==> config.mk <==
export PLATFORM = sky130hd
export DESIGN_NAME = ramwin_top
export DESIGN_NICKNAME = d
export VERILOG_FILES = /design/src/rtl/ramwin_pkg.sv /design/src/rtl/ramwin_ctlreg.sv /design/src/rtl/ramwin_decode.sv /design/src/rtl/ramwin_top.sv
export SDC_FILE = /design/constraint.sdc
export NUM_CORES = 1
export LEC_CHECK = 0
export BUFFER_PORTS_ARGS = -buffer_cell sky130_fd_sc_hd__buf_2
export CORE_AREA = 2 2 44 46
export CTS_BUF_LIST = sky130_fd_sc_hd__clkbuf_16
export DETAILED_ROUTE_END_ITERATION = 6
export DIE_AREA = 0 0 46 48
export PLACE_DENSITY_LB_ADDON = 0.08
export RECOVER_POWER = 100
export SYNTH_ARGS = -nofsm -noshare
export SYNTH_HDL_FRONTEND = slang
export SYNTH_SLANG_ARGS = --single-unit
==> constraint.sdc <==
create_clock -name clk -period 1.93 [get_ports clk]
set_input_delay 0.2895 -clock clk [delete_from_list [all_inputs] [get_ports clk]]
set_output_delay 0.2895 -clock clk [all_outputs]
set_load 0.02 [all_outputs]
==> src/rtl/ramwin_pkg.sv <==
package ramwin_pkg;
  typedef struct packed {
    logic       sby_en;
    logic [2:0] tmr_sel;
    logic       nmi_edge;
    logic       ram_en;
  } ctl_t;

  localparam logic [7:0] CTL_RESET = 8'h0B;

  function automatic logic [7:0] ctl_pack(input ctl_t c);
    return {c.sby_en, c.tmr_sel, 1'b1, c.nmi_edge, 1'b1, c.ram_en};
  endfunction

  function automatic ctl_t ctl_unpack(input logic [7:0] d);
    ctl_t c;
    c.sby_en   = d[7];
    c.tmr_sel  = d[6:4];
    c.nmi_edge = d[2];
    c.ram_en   = d[0];
    return c;
  endfunction
endpackage

==> src/rtl/ramwin_ctlreg.sv <==
module ramwin_ctlreg
  import ramwin_pkg::*;
#(
  parameter int DATA_W = 8
) (
  input  logic              clk,
  input  logic              rst,
  input  logic              wr_en,
  input  logic              rd_en,
  input  logic [DATA_W-1:0] wdata,
  output ctl_t              ctl_q,
  output logic [DATA_W-1:0] rdata_q
);
  always_ff @(posedge clk) begin
    if (rst) begin
      ctl_q   <= ctl_unpack(CTL_RESET);
      rdata_q <= '0;
    end else begin
      if (wr_en) ctl_q <= ctl_unpack(wdata);
      if (rd_en) rdata_q <= ctl_pack(ctl_q);
    end
  end


  reset_value_chk: assert property (@(posedge clk)
    $fell(rst) |-> (ctl_pack(ctl_q) == CTL_RESET));
endmodule

==> src/rtl/ramwin_decode.sv <==
module ramwin_decode #(
  parameter int          ADDR_W   = 16,
  parameter logic [15:0] WIN_BASE = 16'hF780,
  parameter logic [15:0] WIN_END  = 16'hFF7F,
  parameter logic [15:0] REG_ADDR = 16'hFFC4
) (
  input  logic [ADDR_W-1:0] addr,
  input  logic              rd,
  input  logic              wr,
  input  logic              ram_en,
  input  logic              expanded,
  input  logic              standby,
  output logic              reg_hit,
  output logic              ram_sel,
  output logic              ext_sel
);
  logic access, in_win, to_ram;

  always_comb begin
    access  = rd | wr;
    in_win  = (addr >= WIN_BASE) && (addr <= WIN_END);
    reg_hit = (addr == REG_ADDR);
    to_ram  = in_win & ram_en;
    ram_sel = access & ~standby & ~reg_hit & to_ram;
    ext_sel = access & ~standby & ~reg_hit & expanded & ~to_ram;
  end


  sel_idle_chk: assert final (rd || wr || (!ram_sel && !ext_sel));
endmodule

==> src/rtl/ramwin_top.sv <==
module ramwin_top
  import ramwin_pkg::*;
#(
  parameter int          ADDR_W   = 16,
  parameter int          DATA_W   = 8,
  parameter int          WIN_SEL  = 0,
  parameter logic [15:0] REG_ADDR = 16'hFFC4,
  parameter logic [15:0] WIN_END  = 16'hFF7F
) (
  input  logic              clk,
  input  logic              rst,
  input  logic [ADDR_W-1:0] addr_i,
  input  logic              rd_i,
  input  logic              wr_i,
  input  logic [DATA_W-1:0] wdata_i,
  input  logic              standby_i,
  input  logic [1:0]        mode_i,
  output logic              ram_sel_o,
  output logic              ext_sel_o,
  output logic [DATA_W-1:0] rdata_o
);
  localparam logic [15:0] WIN_SIZE = 16'(2048 >> WIN_SEL);
  localparam logic [15:0] WIN_BASE = WIN_END + 16'd1 - WIN_SIZE;

  ctl_t ctl;
  logic reg_hit, expanded;

  assign expanded = (mode_i == 2'd1) || (mode_i == 2'd2);

  ramwin_ctlreg #(.DATA_W(DATA_W)) u_reg (
    .clk(clk), .rst(rst),
    .wr_en(wr_i & reg_hit), .rd_en(rd_i & reg_hit),
    .wdata(wdata_i), .ctl_q(ctl), .rdata_q(rdata_o)
  );

  ramwin_decode #(
    .ADDR_W(ADDR_W), .WIN_BASE(WIN_BASE), .WIN_END(WIN_END), .REG_ADDR(REG_ADDR)
  ) u_dec (
    .addr(addr_i), .rd(rd_i), .wr(wr_i), .ram_en(ctl.ram_en),
    .expanded(expanded), .standby(standby_i),
    .reg_hit(reg_hit), .ram_sel(ram_sel_o), .ext_sel(ext_sel_o)
  );


  sel_exclusive_chk: assert property (@(posedge clk) disable iff (rst)
    !(ram_sel_o && ext_sel_o));

  reg_no_sel_chk: assert property (@(posedge clk) disable iff (rst)
    (addr_i == REG_ADDR) |-> (!ram_sel_o && !ext_sel_o));

  clear_next_chk: assert property (@(posedge clk) disable iff (rst)
    (wr_i && addr_i == REG_ADDR && !wdata_i[0]) |=> !ram_sel_o);

  standby_hold_chk: assert property (@(posedge clk) disable iff (rst)
    (standby_i && !(wr_i && addr_i == REG_ADDR)) |=> $stable(ctl));

  standby_quiet_chk: assert property (@(posedge clk) disable iff (rst)
    standby_i |-> (!ram_sel_o && !ext_sel_o));

  mode_noext_chk: assert property (@(posedge clk) disable iff (rst)
    (mode_i == 2'd0 || mode_i == 2'd3) |-> !ext_sel_o);
endmodule

-- Yosys cells after proc, flatten, opt, wreduce, memory -nomap -nowiden
Index checks and enable logic that the tools add are counted.
- bits in registers: 14
- bits in writable memories: 0
- memories kept: 0
- latch bits: 0
- logic and storage cells: 24
- ROM bits: 0
- output and inout bits: 10
- bits of input ports: 31
- $lt $le $gt $ge: 2
- bitwise operators: 12
- $add $sub $neg: 0
- multiplexer cells: 0
- reductions and logical operators: 2
- equality and inequality tests: 3
- shift operators: 0
- div/mod/pow operators: 0
- multiply operators: 0
- operators with widths (cell ; count):
    16-bit equality test, second input constant ; 1
    16-bit >= comparator, second input constant ; 1
    16-bit <= comparator, second input constant ; 1
    1-bit bitwise AND ; 8
    1-bit NOT ; 3
    2-bit by 1-bit equality test with 1-bit output, second input constant ; 1
    2-bit equality test, second input constant ; 1
    1-bit logical AND ; 1
    1-bit logical OR ; 1
    1-bit bitwise OR ; 1

-- Longest topological paths before layout
- depth after elaboration: 5
- gate-level depth with buffers: 5
- depth with buffers taken out: 4

-- Modules after synthesis
A second synthesis with hierarchy kept.
- cells, all modules: 59
- area, all modules: 589.3 sq um
- modules (own cells, without submodules) (module ; seq. area each (sq um) ; cells each ; area each (sq um) ; instances):
    ramwin_ctlreg ; 260.2 ; 43 ; 465.4 ; 1
    ramwin_decode ; 0.0 ; 13 ; 102.6 ; 1
    ramwin_top ; 0.0 ; 3 ; 21.3 ; 1

-- Worst setup path after synthesis
No wires, ideal clock.
- path kind: in2out
- start point: input port rd_i
- end point: output port ram_sel_o
- stages: 4
- path slack: 62 ps
- path buffers: 1
- required time: 1640 ps
- arrival time: 1578 ps
- path through: buf_2 inv_1 a211o_1 nor4b_1
- word-level cells in the longest chain between the ends: 4
- ends and longest elaborated chain (element ; line ; RTL):
    start, declared ; ramwin_top.sv:13 ; input logic rd_i,
    1-bit bitwise OR ; ramwin_decode.sv:20 ; access = rd | wr;
    1-bit bitwise AND (3 in a row) ; ramwin_decode.sv:24 ; ram_sel = access & ~standby & ~reg_hit & to_ram;
    end, declared ; ramwin_top.sv:18 ; output logic ram_sel_o,
No other way between the ends.

-- Worst setup path after layout
- start point: input port addr_i[4]
- end point: output port ram_sel_o
- word-level cells in the longest chain between the ends: 4
- elaborated cells between the ends (all ways): 8
- classes of those cells: order compare (2); eq/ne (1); bitwise (4); reduce/logical (1)
- ends and longest elaborated chain (element ; line ; RTL):
    start, declared ; ramwin_top.sv:12 ; input logic [ADDR_W-1:0] addr_i,
    16-bit >= comparator (tied with other cells) ; ramwin_decode.sv:21 ; in_win = (addr >= WIN_BASE) && (addr <= WIN_END);
    1-bit logical AND / 1-bit NOT (equally long branches) ; ramwin_decode.sv:21, ramwin_decode.sv:24 ;
    1-bit bitwise AND, on equally long branches ; ramwin_decode.sv:23, ramwin_decode.sv:24 ;
    1-bit bitwise AND (*) ; ramwin_decode.sv:24 ;
Every way passes the cells marked *; elsewhere a longest branch is shown, timed or not.

==> flow_summary.json <==
{
  "run_status": "finished, final reports clean",
  "synth-compound-area-share_pct": 21.41,
  "syn_nets": 101,
  "wl_per_cell_um": 12.18,
  "critPathMaxFanout": 2,
  "design.final.nets": 141,
  "synth_top_family_by_area": "simple AND/OR/NAND/NOR gates",
  "clockBufferDepth": 2,
  "max_cap_violations": 0,
  "grt_pass1_vias": 565,
  "portBuffers": 38,
  "die_h_um": 48,
  "layout-drive-gt1-share_pct": 34.86,
  "grt_use_total_pct": 16.38,
  "combPwrFrac_pct": 8.2,
  "area_growth_pct": 40.00,
  "place_ws_ps": 60.41,
  "postSynthAreaPerCell_sq_um": 8.848,
  "yosys_warnings": 0,
  "netlist.area_leader.share_pct": 42.02,
  "end_kind": "output pin",
  "path_clk_slew_ps": 40,
  "cts_setup_buffers": 0,
  "finalSetupTns_ps": 0,
  "rows": 15,
  "grt_overflow_total": 0,
  "cts_tree": "done",
  "grt_max_degree": 14,
  "htreeDepth": 1,
  "p_leak_nw": 0.3536,
  "cts.repair.resized": 0,
  "ant_nets": 0,
  "hold_path.class": "input port to flip-flop",
  "switching_share_pct": 19.12,
  "synth_area_leaders": "dfxtp_1, a21oi_1, nand3_1",
  "hold_viol": 0,
  "yosys.area_share.xor_xnor_pct": 2.828,
  "synth_top_cell_by_area": "dfxtp_1",
  "p_int_mw": 0.5703,
  "ctsHoldBuffers": 0,
  "dp_hpwl_um": 1114,
  "rsz0062_at_grt": "no",
  "synth_edf_count": 0,
  "clockPowerShare_pct": 53.6,
  "grt_first_pass_wirelength_um": 2566,
  "postSynth.asyncResetShare_pct": 0,
  "critPathKind": "input port to output pin",
  "synth_fa_ha_area_share_pct": 0,
  "num_vias": 655,
  "slew-limit-headroom_pct": 64.22,
  "core_area_sq_um": 1689,
  "synth_most_common_cell": "dfxtp_1",
  "ys.flop_type": "dfxtp_1",
  "vias_per_cell": 5.198,
  "route.detailed.drc": 0,
  "ys_ff_latch": 13,
  "die_w_um": 46,
  "drv_slew": 0,
  "skew_ps": 0.8255,
  "insertion_delay_ps": 240,
  "tightest_slew_ps": 536.6,
  "sequentialPowerShare_pct": 38.2,
  "place_congestion": 0.7251,
  "synth-simple-area-share_pct": 25.45,
  "antenna_cells": 0,
  "fmax_mhz": 572.9,
  "cellPowerDensity_nw_per_um2": 813.2,
  "initial_core_util_pct": 36.67,
  "die_area_sq_um": 2208,
  "ir_drop_mv": 0.6136,
  "cp.arrival_ps": 1460,
  "synth.distinct_cells": 23,
  "switchingPower_mw": 0.1348,
  "min_period_ps": 1746,
  "cts.sinks": 13,
  "syn_area_sq_um": 619.3,
  "antenna_found_initial": 0,
  "cts-root-buf": "clkbuf_16",
  "pin_count": 41,
  "synthCells": 70,
  "numCtsBuffers": 3,
  "final-setup-viol-count": 0,
  "drtIter0Drc": 1,
  "drtPass1Iterations": 3,
  "post-route-period-util_pct": 90.44,
  "synthTopCellsByCount": "dfxtp_1, a21oi_1, nand3_1",
  "ys_seq_area_share_pct": 42.02,
  "cp-start-kind": "input port",
  "synth_mux_area_share_pct": 0,
  "worstPathRequired_ps": 1640,
  "drt_wl_total_um": 1535,
  "fin_total_pwr_mw": 0.7051,
  "fin_ws_ps": 184.4
}
placed cells by master, fill, tap and decap left out:
master	n
o21ai_0	2
clkbuf_16	3
inv_1	3
nand4_1	2
nor3b_1	1
clkbuf_2	2
xor2_1	1
o21ai_1	9
a211o_1	1
xnor2_1	1
buf_2	28
o21ai_2	1
buf_4	1
or4_4	2
nor4_4	1
nor3_1	1
dfxtp_1	13
nand3_1	12
nand4b_1	1
clkbuf_1	9
nand3b_1	1
a21oi_1	12
nor4b_1	1
nor2_1	1
critical path, cell delays in order:
cell and delay (ps):
buf_2 90, or4_4 550, nor4_4 160, a211o_1 150
nor4b_1 50, clkbuf_2 160
worst paths after layout:
kind	start	endpoint	slack (ps)	depth (start not counted)
worst min-delay path	wdata_i[0]	u_reg.ctl_q[0]	280	3
worst max register to register	u_reg.ctl_q[0]	u_reg.rdata_q[0]	1240	2
worst max-delay path	addr_i[4]	ram_sel_o	180	6
worst min register to register	u_reg.ctl_q[5]	u_reg.rdata_q[7]	470	2
power by group through the flow:
stage | Sequential, mW | Clock [mW] | Combinational [mW]
4_1_cts | 0.269 | 0.388 | 0.0582
3_3_place_gp | 0.274 | 0 | 0.0571
5_1_grt | 0.269 | 0.399 | 0.0644
2_1_floorplan | 0.274 | 0 | 0.0217
6_report | 0.269 | 0.378 | 0.0577
3_5_place_dp | 0.274 | 0 | 0.0580
through the flow:
stage               area (sq um)  utilization, %  cells  hold WS, ps
floorplan                  619.3               -     70        358.6
detailed placement         802.0           47.48    122        461.4
global placement           802.0           47.48    122        454.4
finish                     867.1           51.33    126        284.2
CTS                        880.8           52.15    126        281.3
global route               867.1           51.33    126        315.1
sequential cells by signal, summed over array words and instances, names as in the netlist:
signal	cells
u_reg.ctl_q	6
u_reg.rdata_q	7
cell families (layout without fill, tap and decap cells):
logic type      Yosys count  after routing
compound gates           25             25
xor+xnor                  2              2
buf+inv                   7             46
flops                    13             13
simple gates             23             23
cell type report:
cell class	count	area (sq um)
fill	181	822.0
multi-input combinational	50	307.8
sequential	13	260.3
timing repair buffer	40	191.4
clock buffer	3	75.07
tap	17	21.27
inverter	2	7.507
clock inverter	1	3.754
metal layers:
metal	global-route usage (%)	vias to the layer above	part of all wire, %
met3	5.660	2	4.8
met2	25.56	16	50
met4	3.429	0	0.26
met1	21.95	300	45
met5	0	-	0
li1	-	337	-
Note: power is estimated with default switching activity, not from simulation.
